File: src/rtl/i2cm_pkg.sv
package i2cm_pkg;
  typedef enum logic [1:0] {ST_IDLE, ST_START, ST_BIT, ST_STOP} st_e;

  typedef struct packed {
    logic [6:0] dev;
    logic       rd;
    logic [4:0] cnt;
  } req_t;
endpackage

File: src/rtl/i2cm_fifo.sv
module i2cm_fifo #(
  parameter int W     = 8,
  parameter int DEPTH = 4
) (
  input  logic         clk_i,
  input  logic         rst_ni,
  input  logic         flush_i,
  input  logic         push_i,
  input  logic [W-1:0] data_i,
  input  logic         pop_i,
  output logic [W-1:0] data_o,
  output logic         empty_o,
  output logic         full_o
);
  localparam int AW = (DEPTH > 1) ? $clog2(DEPTH) : 1;
  localparam int CW = $clog2(DEPTH + 1);

  logic [W-1:0]  mem_q [DEPTH];
  logic [AW-1:0] wr_q, rd_q;
  logic [CW-1:0] cnt_q;
  logic          do_push, do_pop;

  assign empty_o = (cnt_q == '0);
  assign full_o  = (cnt_q == CW'(DEPTH));
  assign do_push = push_i && !full_o && !flush_i;
  assign do_pop  = pop_i && !empty_o && !flush_i;
  assign data_o  = mem_q[rd_q];

  function automatic logic [AW-1:0] nxt(input logic [AW-1:0] p);
    return (p == AW'(DEPTH - 1)) ? '0 : p + AW'(1);
  endfunction

  always_ff @(posedge clk_i or negedge rst_ni) begin
    if (!rst_ni) begin
      wr_q  <= '0;
      rd_q  <= '0;
      cnt_q <= '0;
    end else if (flush_i) begin
      wr_q  <= '0;
      rd_q  <= '0;
      cnt_q <= '0;
    end else begin
      if (do_push) wr_q <= nxt(wr_q);
      if (do_pop)  rd_q <= nxt(rd_q);
      case ({do_push, do_pop})
        2'b10:   cnt_q <= cnt_q + CW'(1);
        2'b01:   cnt_q <= cnt_q - CW'(1);
        default: cnt_q <= cnt_q;
      endcase
    end
  end

  always_ff @(posedge clk_i) begin
    if (do_push) mem_q[wr_q] <= data_i;
  end


  fifo_bound_chk: assert property (@(posedge clk_i) disable iff (!rst_ni)
    cnt_q <= CW'(DEPTH));


  full_push_chk: assert property (@(posedge clk_i) disable iff (!rst_ni)
    (full_o && push_i && !pop_i && !flush_i) |=> full_o);
endmodule

File: src/rtl/i2cm_tick.sv
module i2cm_tick #(
  parameter int DIV = 8
) (
  input  logic clk_i,
  input  logic rst_ni,
  input  logic run_i,
  output logic tick_o
);
  localparam int CW = (DIV > 1) ? $clog2(DIV) : 1;

  logic [CW-1:0] cnt_q;

  assign tick_o = run_i && (cnt_q == CW'(DIV - 1));

  always_ff @(posedge clk_i or negedge rst_ni) begin
    if (!rst_ni)                    cnt_q <= '0;
    else if (!run_i || tick_o)      cnt_q <= '0;
    else                            cnt_q <= cnt_q + CW'(1);
  end

  generate
    if (DIV > 1) begin : g_gap

      tick_gap_chk: assert property (@(posedge clk_i) disable iff (!rst_ni)
        tick_o |=> !tick_o);
    end
  endgenerate
endmodule

File: src/rtl/i2cm_ctrl.sv
module i2cm_ctrl
  import i2cm_pkg::*;
(
  input  logic       clk_i,
  input  logic       rst_ni,
  input  logic       tick_i,
  input  logic       req_we_i,
  input  req_t       req_i,
  input  logic       sda_i,
  input  logic       tx_empty_i,
  input  logic [7:0] tx_data_i,
  output logic       tx_pop_o,
  output logic       tx_flush_o,
  output logic       rx_push_o,
  output logic [7:0] rx_data_o,
  output logic       scl_oe_o,
  output logic       sda_oe_o,
  output logic       busy_o,
  output logic       nack_o
);
  st_e        state_q;
  logic [1:0] ph_q;
  logic [3:0] bit_q;
  logic [7:0] sh_q;
  req_t       cur_q, pend_req_q;
  logic       pend_q;
  logic       rx_frame_q, addr_frame_q;
  logic [4:0] left_q;
  logic       ack_q, nack_q;
  logic       scl_q, sda_q;

  logic frame_end, nack_abort, rd_begin, tx_next, rd_more;

  assign frame_end  = tick_i && (state_q == ST_BIT) && (ph_q == 2'd3) && (bit_q == 4'd8);
  assign nack_abort = !rx_frame_q && ack_q;
  assign rd_begin   = !rx_frame_q && !ack_q && addr_frame_q && cur_q.rd && (cur_q.cnt != '0);
  assign tx_next    = !rx_frame_q && !ack_q && !(addr_frame_q && cur_q.rd) && !tx_empty_i;
  assign rd_more    = rx_frame_q && (left_q != 5'd1);

  assign tx_pop_o   = frame_end && tx_next;
  assign tx_flush_o = frame_end && nack_abort;
  assign rx_push_o  = frame_end && rx_frame_q;
  assign rx_data_o  = sh_q;
  assign scl_oe_o   = scl_q;
  assign sda_oe_o   = sda_q;
  assign busy_o     = (state_q != ST_IDLE);
  assign nack_o     = nack_q;

  always_ff @(posedge clk_i or negedge rst_ni) begin
    if (!rst_ni) begin
      state_q      <= ST_IDLE;
      ph_q         <= '0;
      bit_q        <= '0;
      sh_q         <= '0;
      cur_q        <= '0;
      pend_req_q   <= '0;
      pend_q       <= 1'b0;
      rx_frame_q   <= 1'b0;
      addr_frame_q <= 1'b0;
      left_q       <= '0;
      ack_q        <= 1'b0;
      nack_q       <= 1'b0;
      scl_q        <= 1'b0;
      sda_q        <= 1'b0;
    end else begin
      unique case (state_q)
        ST_IDLE: begin
          if (req_we_i) begin
            cur_q   <= req_i;
            nack_q  <= 1'b0;
            ph_q    <= '0;
            state_q <= ST_START;
          end
        end
        ST_START: begin
          if (tick_i) begin
            ph_q <= ph_q + 2'd1;
            unique case (ph_q)
              2'd0: sda_q <= 1'b0;
              2'd1: scl_q <= 1'b0;
              2'd2: sda_q <= 1'b1;            // start: SDA low under high SCL
              2'd3: begin
                scl_q        <= 1'b1;
                sh_q         <= {cur_q.dev, cur_q.rd};
                bit_q        <= '0;
                rx_frame_q   <= 1'b0;
                addr_frame_q <= 1'b1;
                state_q      <= ST_BIT;
              end
            endcase
          end
        end
        ST_BIT: begin
          if (tick_i) begin
            ph_q <= ph_q + 2'd1;
            unique case (ph_q)
              2'd0: begin
                if (bit_q == 4'd8) sda_q <= rx_frame_q && (left_q != 5'd1);
                else               sda_q <= !rx_frame_q && !sh_q[7];
              end
              2'd1: scl_q <= 1'b0;
              2'd2: begin
                if (bit_q == 4'd8)   ack_q <= sda_i;
                else if (rx_frame_q) sh_q  <= {sh_q[6:0], sda_i};
              end
              2'd3: begin
                scl_q <= 1'b1;
                if (bit_q != 4'd8) begin
                  bit_q <= bit_q + 4'd1;
                  if (!rx_frame_q) sh_q <= {sh_q[6:0], 1'b0};
                end else begin
                  bit_q <= '0;
                  if (nack_abort) begin
                    nack_q  <= 1'b1;
                    pend_q  <= 1'b0;
                    state_q <= ST_STOP;
                  end else if (rd_begin) begin
                    addr_frame_q <= 1'b0;
                    rx_frame_q   <= 1'b1;
                    left_q       <= cur_q.cnt;
                  end else if (tx_next) begin
                    addr_frame_q <= 1'b0;
                    sh_q         <= tx_data_i;
                  end else if (rd_more) begin
                    left_q <= left_q - 5'd1;
                  end else if (pend_q) begin
                    cur_q   <= pend_req_q;
                    pend_q  <= 1'b0;
                    state_q <= ST_START;      // repeated start
                  end else begin
                    state_q <= ST_STOP;
                  end
                end
              end
            endcase
          end
        end
        ST_STOP: begin
          if (tick_i) begin
            ph_q <= ph_q + 2'd1;
            unique case (ph_q)
              2'd0: sda_q <= 1'b1;
              2'd1: scl_q <= 1'b0;
              2'd2: sda_q <= 1'b0;            // stop: SDA rises under high SCL
              2'd3: begin
                if (pend_q) begin
                  cur_q   <= pend_req_q;
                  pend_q  <= 1'b0;
                  nack_q  <= 1'b0;
                  state_q <= ST_START;
                end else begin
                  state_q <= ST_IDLE;
                end
              end
            endcase
          end
        end
        default: state_q <= ST_IDLE;
      endcase
      if (req_we_i && state_q != ST_IDLE) begin
        pend_q     <= 1'b1;
        pend_req_q <= req_i;
      end
    end
  end


  sda_hold_chk: assert property (@(posedge clk_i) disable iff (!rst_ni)
    (state_q == ST_BIT && $past(state_q) == ST_BIT && !scl_q && !$past(scl_q))
      |-> $stable(sda_q));


  rd_release_chk: assert property (@(posedge clk_i) disable iff (!rst_ni)
    (state_q == ST_BIT && rx_frame_q && bit_q != 4'd8 && ph_q != 2'd0) |-> !sda_q);


  nack_stop_chk: assert property (@(posedge clk_i) disable iff (!rst_ni)
    $rose(nack_q) |-> (state_q == ST_STOP));


  busy_lines_chk: assert property (@(posedge clk_i) disable iff (!rst_ni)
    (scl_q || sda_q) |-> busy_o);
endmodule

File: src/rtl/i2cm_engine.sv
module i2cm_engine
  import i2cm_pkg::*;
#(
  parameter int CLK_DIV  = 8,
  parameter int TX_DEPTH = 4,
  parameter int RX_DEPTH = 4
) (
  input  logic       clk_i,
  input  logic       rst_ni,
  input  logic       addr_we_i,
  input  logic [7:0] addr_i,
  input  logic [4:0] count_i,
  input  logic       tx_push_i,
  input  logic [7:0] tx_data_i,
  output logic       tx_full_o,
  input  logic       rx_pop_i,
  output logic [7:0] rx_data_o,
  output logic       rx_empty_o,
  input  logic       sda_i,
  output logic       scl_oe_o,
  output logic       sda_oe_o,
  output logic       busy_o,
  output logic       nack_o
);
  logic       tick;
  logic       tx_empty, tx_pop, tx_flush;
  logic [7:0] tx_head;
  logic       rx_push, rx_full;
  logic [7:0] rx_byte;
  req_t       req;

  assign req = '{dev: addr_i[7:1], rd: addr_i[0], cnt: count_i};

  i2cm_tick #(.DIV(CLK_DIV)) u_tick (
    .clk_i (clk_i),
    .rst_ni(rst_ni),
    .run_i (busy_o),
    .tick_o(tick)
  );

  i2cm_fifo #(.W(8), .DEPTH(TX_DEPTH)) u_txq (
    .clk_i  (clk_i),
    .rst_ni (rst_ni),
    .flush_i(tx_flush),
    .push_i (tx_push_i),
    .data_i (tx_data_i),
    .pop_i  (tx_pop),
    .data_o (tx_head),
    .empty_o(tx_empty),
    .full_o (tx_full_o)
  );

  i2cm_fifo #(.W(8), .DEPTH(RX_DEPTH)) u_rxq (
    .clk_i  (clk_i),
    .rst_ni (rst_ni),
    .flush_i(1'b0),
    .push_i (rx_push),
    .data_i (rx_byte),
    .pop_i  (rx_pop_i),
    .data_o (rx_data_o),
    .empty_o(rx_empty_o),
    .full_o (rx_full)
  );

  i2cm_ctrl u_ctrl (
    .clk_i     (clk_i),
    .rst_ni    (rst_ni),
    .tick_i    (tick),
    .req_we_i  (addr_we_i),
    .req_i     (req),
    .sda_i     (sda_i),
    .tx_empty_i(tx_empty),
    .tx_data_i (tx_head),
    .tx_pop_o  (tx_pop),
    .tx_flush_o(tx_flush),
    .rx_push_o (rx_push),
    .rx_data_o (rx_byte),
    .scl_oe_o  (scl_oe_o),
    .sda_oe_o  (sda_oe_o),
    .busy_o    (busy_o),
    .nack_o    (nack_o)
  );


  rx_room_chk: assert property (@(posedge clk_i) disable iff (!rst_ni)
    rx_push |-> (!rx_full || rx_pop_i));
endmodule

File: config.mk
export PLATFORM = sky130hd
export DESIGN_NAME = i2cm_engine
export DESIGN_NICKNAME = d
export VERILOG_FILES = /design/src/rtl/i2cm_pkg.sv /design/src/rtl/i2cm_fifo.sv /design/src/rtl/i2cm_tick.sv /design/src/rtl/i2cm_ctrl.sv /design/src/rtl/i2cm_engine.sv
export SDC_FILE = /design/constraint.sdc
export NUM_CORES = 1
export LEC_CHECK = 0
export BUFFER_PORTS_ARGS = -buffer_cell sky130_fd_sc_hd__buf_2
export CAP_MARGIN = 20
export CELL_PAD_IN_SITES_DETAIL_PLACEMENT = 1
export CELL_PAD_IN_SITES_GLOBAL_PLACEMENT = 1
export CORE_MARGIN = 2
export CORE_UTILIZATION = 40
export CTS_BUF_LIST = sky130_fd_sc_hd__clkbuf_4 sky130_fd_sc_hd__clkbuf_8
export DETAILED_ROUTE_END_ITERATION = 10
export PLACE_DENSITY_LB_ADDON = 0.08
export SLEW_MARGIN = 5
export SYNTH_ARGS = -nofsm -noshare
export SYNTH_HDL_FRONTEND = slang
export SYNTH_SLANG_ARGS = --single-unit
File: constraint.sdc
create_clock -name clk_i -period 3.9 [get_ports clk_i]
set_input_delay 0.195 -clock clk_i [delete_from_list [all_inputs] [get_ports clk_i]]
set_output_delay 0.195 -clock clk_i [all_outputs]
set_load 0.05 [all_outputs]
Word level (Yosys, flattened, before mapping)
Memories as Yosys holds them, arrays and structs flattened.
Cells that the tools add are included.
- bits of input ports: 27
- register bits: 71
- word-level logic and storage cells: 284
- memories: 2
- RAM bits: 64
- memories (memory ; words ; width ; rd ports ; clocked after memory_dff ; wr ports ; line ; RTL):
    u_rxq.mem_q ; 4 ; 8 ; 1 ; 0 ; 1 ; i2cm_fifo.sv:18 ; logic [W-1:0] mem_q [DEPTH];
    u_txq.mem_q ; 4 ; 8 ; 1 ; 0 ; 1 ; i2cm_fifo.sv:18 ;
- $add $sub $neg: 12
- equality and inequality tests: 62
- bitwise gates (word level): 2
- reductions and logical operators: 66
- muxes and demuxes: 115
- operators by type and width (operator ; number):
    two-way mux 13 bit ; 11
    two-way mux 8 bit ; 10
    two-way mux 2 bit ; 23
    two-way mux 1 bit ; 44
    one-hot mux 13 bit (3 select lines) ; 1
    AND reduction 11 bit ; 3
    one-hot mux 8 bit (2 select lines) ; 2
    logical AND 1 bit ; 24
    != test 2 x 1 -> 1 bit, second input constant ; 11
    equality test 2 bit, second input constant ; 10
    two-way mux 4 bit ; 5
    != test 2 bit, second input constant ; 9
    AND reduction 9 bit ; 2
    != test 4 x 3 -> 1 bit, second input constant ; 4
    != test 4 bit, second input constant ; 4
    AND reduction 8 bit ; 2
    two-way mux 5 bit ; 3
    != test 3 x 1 -> 1 bit, second input constant ; 5
    != test 3 x 2 -> 1 bit, second input constant ; 5
    != test 3 bit, second input constant ; 5
    one-hot mux 1 bit (2 select lines) ; 7
    AND reduction 7 bit ; 2
    nonzero test 2 bit ; 7
    one-hot mux 3 bit (2 select lines) ; 2
    other kinds (26) ; 56

Depth between registers and ports, before layout
- depth in word-level cells: 12
- gate-level depth with buffers: 14
- mapped depth without buffers: 13

Modules after synthesis
Synthesis repeated with hierarchy kept, for this count alone.
- cell total of the unflattened synthesis: 531
- area, all modules: 6970.4 sq um
- by module, submodules not included (module ; area each (sq um) ; cells each ; times used):
    i2cm_ctrl ; 3289.4 ; 303 ; 1
    i2cm_fifo at u_txq ; 1785.5 ; 109 ; 1
    i2cm_fifo at u_rxq ; 1754.2 ; 109 ; 1
    i2cm_tick ; 137.6 ; 9 ; 1
    i2cm_engine ; 3.8 ; 1 ; 1

Least setup slack after synthesis
Ideal clock, no wire load.
- path type: register -> register
- start point: reg u_txq.cnt_q[0]
- end point: reg u_txq.cnt_q[1]
- setup time: 0.131 ns
- data required time: 3.769 ns
- slack: 0.942 ns
- path buffers: 0
- data arrival time: 2.827 ns
- stages on the path, launching flop included: 9
- clock period less this slack: 2.958 ns
- cell sequence: dfrtp_1 nor3b_1 nand2b_1 nor2_1 inv_1 ha_1 fa_1 mux2i_1 nor2_1
- elaborated cells on any way between the ends: 17
- RTL lines (item ; line ; RTL):
    from (decl) ; i2cm_fifo.sv:20 ; logic [CW-1:0] cnt_q;
    from (signal assigned) ; i2cm_fifo.sv:46 ; 2'b10: cnt_q <= cnt_q + CW'(1);
    from (signal assigned) ; i2cm_fifo.sv:47 ; 2'b01: cnt_q <= cnt_q - CW'(1);
    from (signal assigned) ; i2cm_fifo.sv:48 ; default: cnt_q <= cnt_q;
    equality test 3 bit * ; i2cm_fifo.sv:24 ; assign full_o = (cnt_q == CW'(DEPTH));
    via tx_full_o ; i2cm_engine.sv:15 ; output logic tx_full_o,
    zero test 1 bit * ; i2cm_fifo.sv:25 ; assign do_push = push_i && !full_o && !flush_i;
    logical AND 1 bit * (2 in a row) ; i2cm_fifo.sv:25 ;
    equality test 2 x 1 -> 1 bit / equality test 2 bit (equally long branches) ; i2cm_fifo.sv:45 ; case ({do_push, do_pop})
    one-hot mux 3 bit (2 select lines) ; i2cm_fifo.sv:45 ;
    two-way mux 3 bit ; i2cm_fifo.sv:38 ; end else if (flush_i) begin
The timed path passes the listed nets; every way through them passes the cells marked *.
A chain may end at the register's enable or synchronous reset.

Worst setup path after layout
- start point: reg u_ctrl.state_q[1]
- end point: reg u_txq.cnt_q[1]
- cells in the longest elaborated chain, start to end: 11
- elaborated cells on any way between the ends: 17
- RTL lines (item ; line ; RTL):
    from (decl) ; i2cm_ctrl.sv:21 ; st_e state_q;
    from (signal assigned) ; i2cm_ctrl.sv:51 ; state_q <= ST_IDLE;
    from (signal assigned) ; i2cm_ctrl.sv:72 ; state_q <= ST_START;
    from (signal assigned) ; i2cm_ctrl.sv:88 ; state_q <= ST_BIT;
    nonzero test 2 bit ; i2cm_ctrl.sv:46 ; assign busy_o = (state_q != ST_IDLE);
    logical AND 1 bit ; i2cm_tick.sv:13 ; assign tick_o = run_i && (cnt_q == CW'(DIV - 1));
    logical AND 1 bit * (3 in a row) ; i2cm_ctrl.sv:34 ; assign frame_end = tick_i && (state_q == ST_BIT) && (ph_q == 2'd3) && (bit_q == 4'd8);
    logical AND 1 bit (on tied branches) ; i2cm_ctrl.sv:40, i2cm_ctrl.sv:41 ;
    logical AND 1 bit / zero test 1 bit (equally long branches) ; i2cm_fifo.sv:26, i2cm_fifo.sv:25 ;
    logical AND 1 bit (on tied branches) ; i2cm_fifo.sv:26, i2cm_fifo.sv:25 ;
    equality test 2 x 1 -> 1 bit / equality test 2 bit (equally long branches) ; i2cm_fifo.sv:45 ;
    one-hot mux 3 bit (2 select lines) ; i2cm_fifo.sv:45 ;
    two-way mux 3 bit ; i2cm_fifo.sv:38 ;
Every way passes the cells marked *; elsewhere a longest branch is shown, timed or not.

==> metrics.cfg <==
[status]
outcome = finished, final reports clean

[timing]
tightest_slew_ps = 1120
rsz0062_at_grt = false
min_period_ps = 3250
hold_viol = 0
slew_headroom_pct = 25.5
tns_ps = 0
drv_slew = 0
setup_viol = 0
fin_crit_sh_pct = 83.3
fin_skew_ps = 14.7
fmax_mhz = 308

[floorplan]
dieArea_um2 = 17000
die_h_um = 130
io_pins = 41
start_util_pct = 40.5
fp-row-count = 46
core_area_um2 = 15800
die-width_um = 130

[setup_path]
slowest_stage = nor2b_1
critPathTopFamily = simple AND/OR/NAND/NOR gates
crit_path_frequent_cell = nor2_1
start_kind = register
crit_buf_inv = 2
crit_arrival_ps = 3570
cp_cell_sequence = inv_1 -> ha_1 -> nor2b_1 -> nand3_1 -> nor2_1 -> nor2_1 -> inv_1 -> ha_1 -> fa_1 -> mux2i_1 -> nor2_1
crit_type = reg2reg
required_ps = 4220
r2r_slack_ps = 650
max_stage_delay_ps = 490
end_kind = register
path_max_fanout = 8

[logic_synthesis]
synth_warnings = 0
yosysSeqAreaShare_pct = 57.9
synth_largest_area_cell = edfxtp_1
synth_top_area_share_pct = 30.1
ys_top_cells_by_area = edfxtp_1 (30%), dfrtp_1 (28%), mux2_2 (6.5%)
synth_ff_type = dfrtp_1
syn_area_um2 = 6390
synth_edf_count = 64
synth_cells = 467
yosys_register_bits = 135
synthArstFlopShare_pct = 52.6
synth_cell_types = 64
syn-num-nets = 523
avgSynthCellArea_um2 = 13.7

[grt]
overflow = 0
grt_max_degree = 72
grt_pass1_vias = 4233
grt_use_total_pct = 17.7
antenna_found_initial = 0
grt_pass1_wl_mm = 22.3

[power_and_ir_drop]
p_comb_share_pct = 13.6
power.density_nw_per_um2 = 441
clkPwrFrac_pct = 32.9
finalPower_mw = 3.28
p_sw_mw = 0.918
vdd_drop_max_mv = 0.355
leakagePower_nw = 2.96
power_frac_seq_pct = 53.4
swShare_pct = 28.0
p_int_mw = 2.36

[route]
vias = 3991
first_pass_iters = 4
finalWirelength_mm = 13.9
vias_per_cell = 5.20
wire_per_inst_um = 18.1
drtIter0Drc = 148
drc_errors = 0
drtAntennaViolNets = 0

[placed_design]
gp_congestion = 0.728
place_area_um2 = 6850
port-buffer-count = 40
place_hpwl_mm = 9.43

[layout]
final_nets = 594
n_fill_cell = 1664
drive_gt1_share_pct = 26.3
area_growth_pct = 16.3
diodes = 0
final_area_um2 = 7430

[worst_hold_path]
worstHoldPathType = in2reg

[job]
cap_violations = 0

[clocking]
clock_latency_ps = 450
clockBufferDepth = 2
tritoncts = done
cts-root-buf = clkbuf_8
htree_levels = 4
cts_made_buffers = 17
path_clk_slew_ps = 80
cts_sinks = 135
cts_resized = 0
post_cts_buffers = 0
ctsHoldBuffers = 22

synthesized netlist by cell type, drive strengths merged (2+ instances only):
master / n
a22o: 4
xnor2: 3
o211ai: 3
o21ai: 16
o31ai: 2
a31oi: 3
nor3b: 4
mux2i: 10
clkbuf: 15
dfrtp: 71
a21oi: 22
nand4: 2
mux4: 16
inv: 24
nor2: 33
mux2: 50
nor2b: 4
xor2: 4
nand2b: 4
nor3: 6
o41ai: 2
nand3: 9
edfxtp: 64
ha: 27
o21bai: 2
buf: 3
nand2: 19
or3: 2
and2: 9
a21o: 4
o22ai: 2
fa: 2
state kept, by name, indices dropped and copies added, names as in the netlist, 3 cells and up:
register	cells
u_rxq.cnt_q	3
u_rxq.mem_q	32
u_tick.cnt_q	3
u_ctrl.rx_data_o	8
u_ctrl.pend_req_q	13
u_ctrl.bit_q	4
u_ctrl.left_q	5
u_txq.cnt_q	3
u_ctrl.cur_q	13
u_txq.mem_q	32
worst paths after layout:
kind	to	from	depth (start not counted)
hold reg to reg	u_tick.cnt_q[0]$_DFF_PN0_	u_tick.cnt_q[0]$_DFF_PN0_	1
setup reg to reg	u_txq.cnt_q[1]$_DFFE_PN0P_	u_ctrl.state_q[1]$_DFFE_PN0P_	11
max in group asynchronous	u_rxq.wr_q[1]$_DFFE_PN0P_	rst_ni	2
hold / removal	u_ctrl.pend_req_q[12]$_DFFE_PN0P_	addr_i[7]	2
min in group asynchronous	u_ctrl.ph_q[0]$_DFFE_PN0P_	rst_ni	2
setup / recovery	u_txq.cnt_q[1]$_DFFE_PN0P_	u_ctrl.state_q[1]$_DFFE_PN0P_	11
per-stage QoR:
stage | setup slack [ps] | hold slack [ps] | std cells | util [%]
global route | 409 | 18.8 | 767 | 47.1
detailed placement | 660 | 416 | 713 | 43.4
finish | 651 | 47.2 | 767 | 47.1
floorplan | 942 | -101 | 467 | -
global placement | 881 | 406 | 713 | 43.4
CTS | 651 | 11.4 | 767 | 47.1
routing by layer:
layer	share of wire [%]	GRT usage [%]
met4	0.92	5.07
met5	0	0
met3	3.0	4.56
met1	46	22.6
met2	50	29.9
area by class of cell:
| class | count | area [um2] | area share (%) |
|---|---|---|---|
| sequential | 135 | 3700 | 49.8 |
| multi-input combinational | 289 | 2520 | 34.0 |
| inverter | 25 | 93.8 | 1.26 |
| clock buffer | 20 | 256 | 3.45 |
| timing repair buffer | 70 | 483 | 6.50 |
| clock inverter | 12 | 105 | 1.41 |
| tap | 216 | 270 | 3.64 |
power by group through the flow:
| stage | Clock (mW) | Combinational, mW | Sequential, mW |
|---|---|---|---|
| after floorplan | 0 | 0.353 | 1.71 |
| after global placement | 0 | 0.421 | 1.77 |
| after detailed placement | 0 | 0.444 | 1.79 |
| after CTS | 1.11 | 0.461 | 1.76 |
| after global routing | 1.17 | 0.510 | 1.78 |
| final | 1.08 | 0.447 | 1.75 |
placed cells by master, fill, tap and decap left out, drive strengths merged, types with 2 or more instances in the layout:
cell | Yosys | layout
dfrtp | 71 | 71
edfxtp | 64 | 64
mux2 | 50 | 50
buf | 3 | 48
nor2 | 33 | 33
ha | 27 | 27
inv | 24 | 25
a21oi | 22 | 22
dlygate4sd3 | 0 | 22
clkbuf | 15 | 20
nand2 | 19 | 19
mux4 | 16 | 16
o21ai | 16 | 16
mux2i | 10 | 10
and2 | 9 | 9
nand3 | 9 | 9
clkinv | 1 | 9
nor3 | 6 | 6
nor3b | 4 | 4
nand2b | 4 | 4
a21o | 4 | 4
a22o | 4 | 4
nor2b | 4 | 4
xor2 | 4 | 4
a31oi | 3 | 3
o211ai | 3 | 3
xnor2 | 3 | 3
o21bai | 2 | 2
or3 | 2 | 2
o41ai | 2 | 2
nand4 | 2 | 2
o31ai | 2 | 2
o22ai | 2 | 2
fa | 2 | 2
clkinvlp | 0 | 2
kinds of logic (layout without fill, tap and decap cells):
kind of cell	count (synthesis)	after routing	synth area share, %
multiplexers	76	76	16.6
buffers and inverters	43	127	2.66
XOR/XNOR	7	7	0.959
adder cells (fa/ha/maj)	29	29	5.91
AND/OR/NAND/NOR	101	101	7.97
flip-flops	135	135	57.9
AO/OA/AOI/OAI	76	76	8.01
Note: power is estimated with default switching activity, not from simulation.
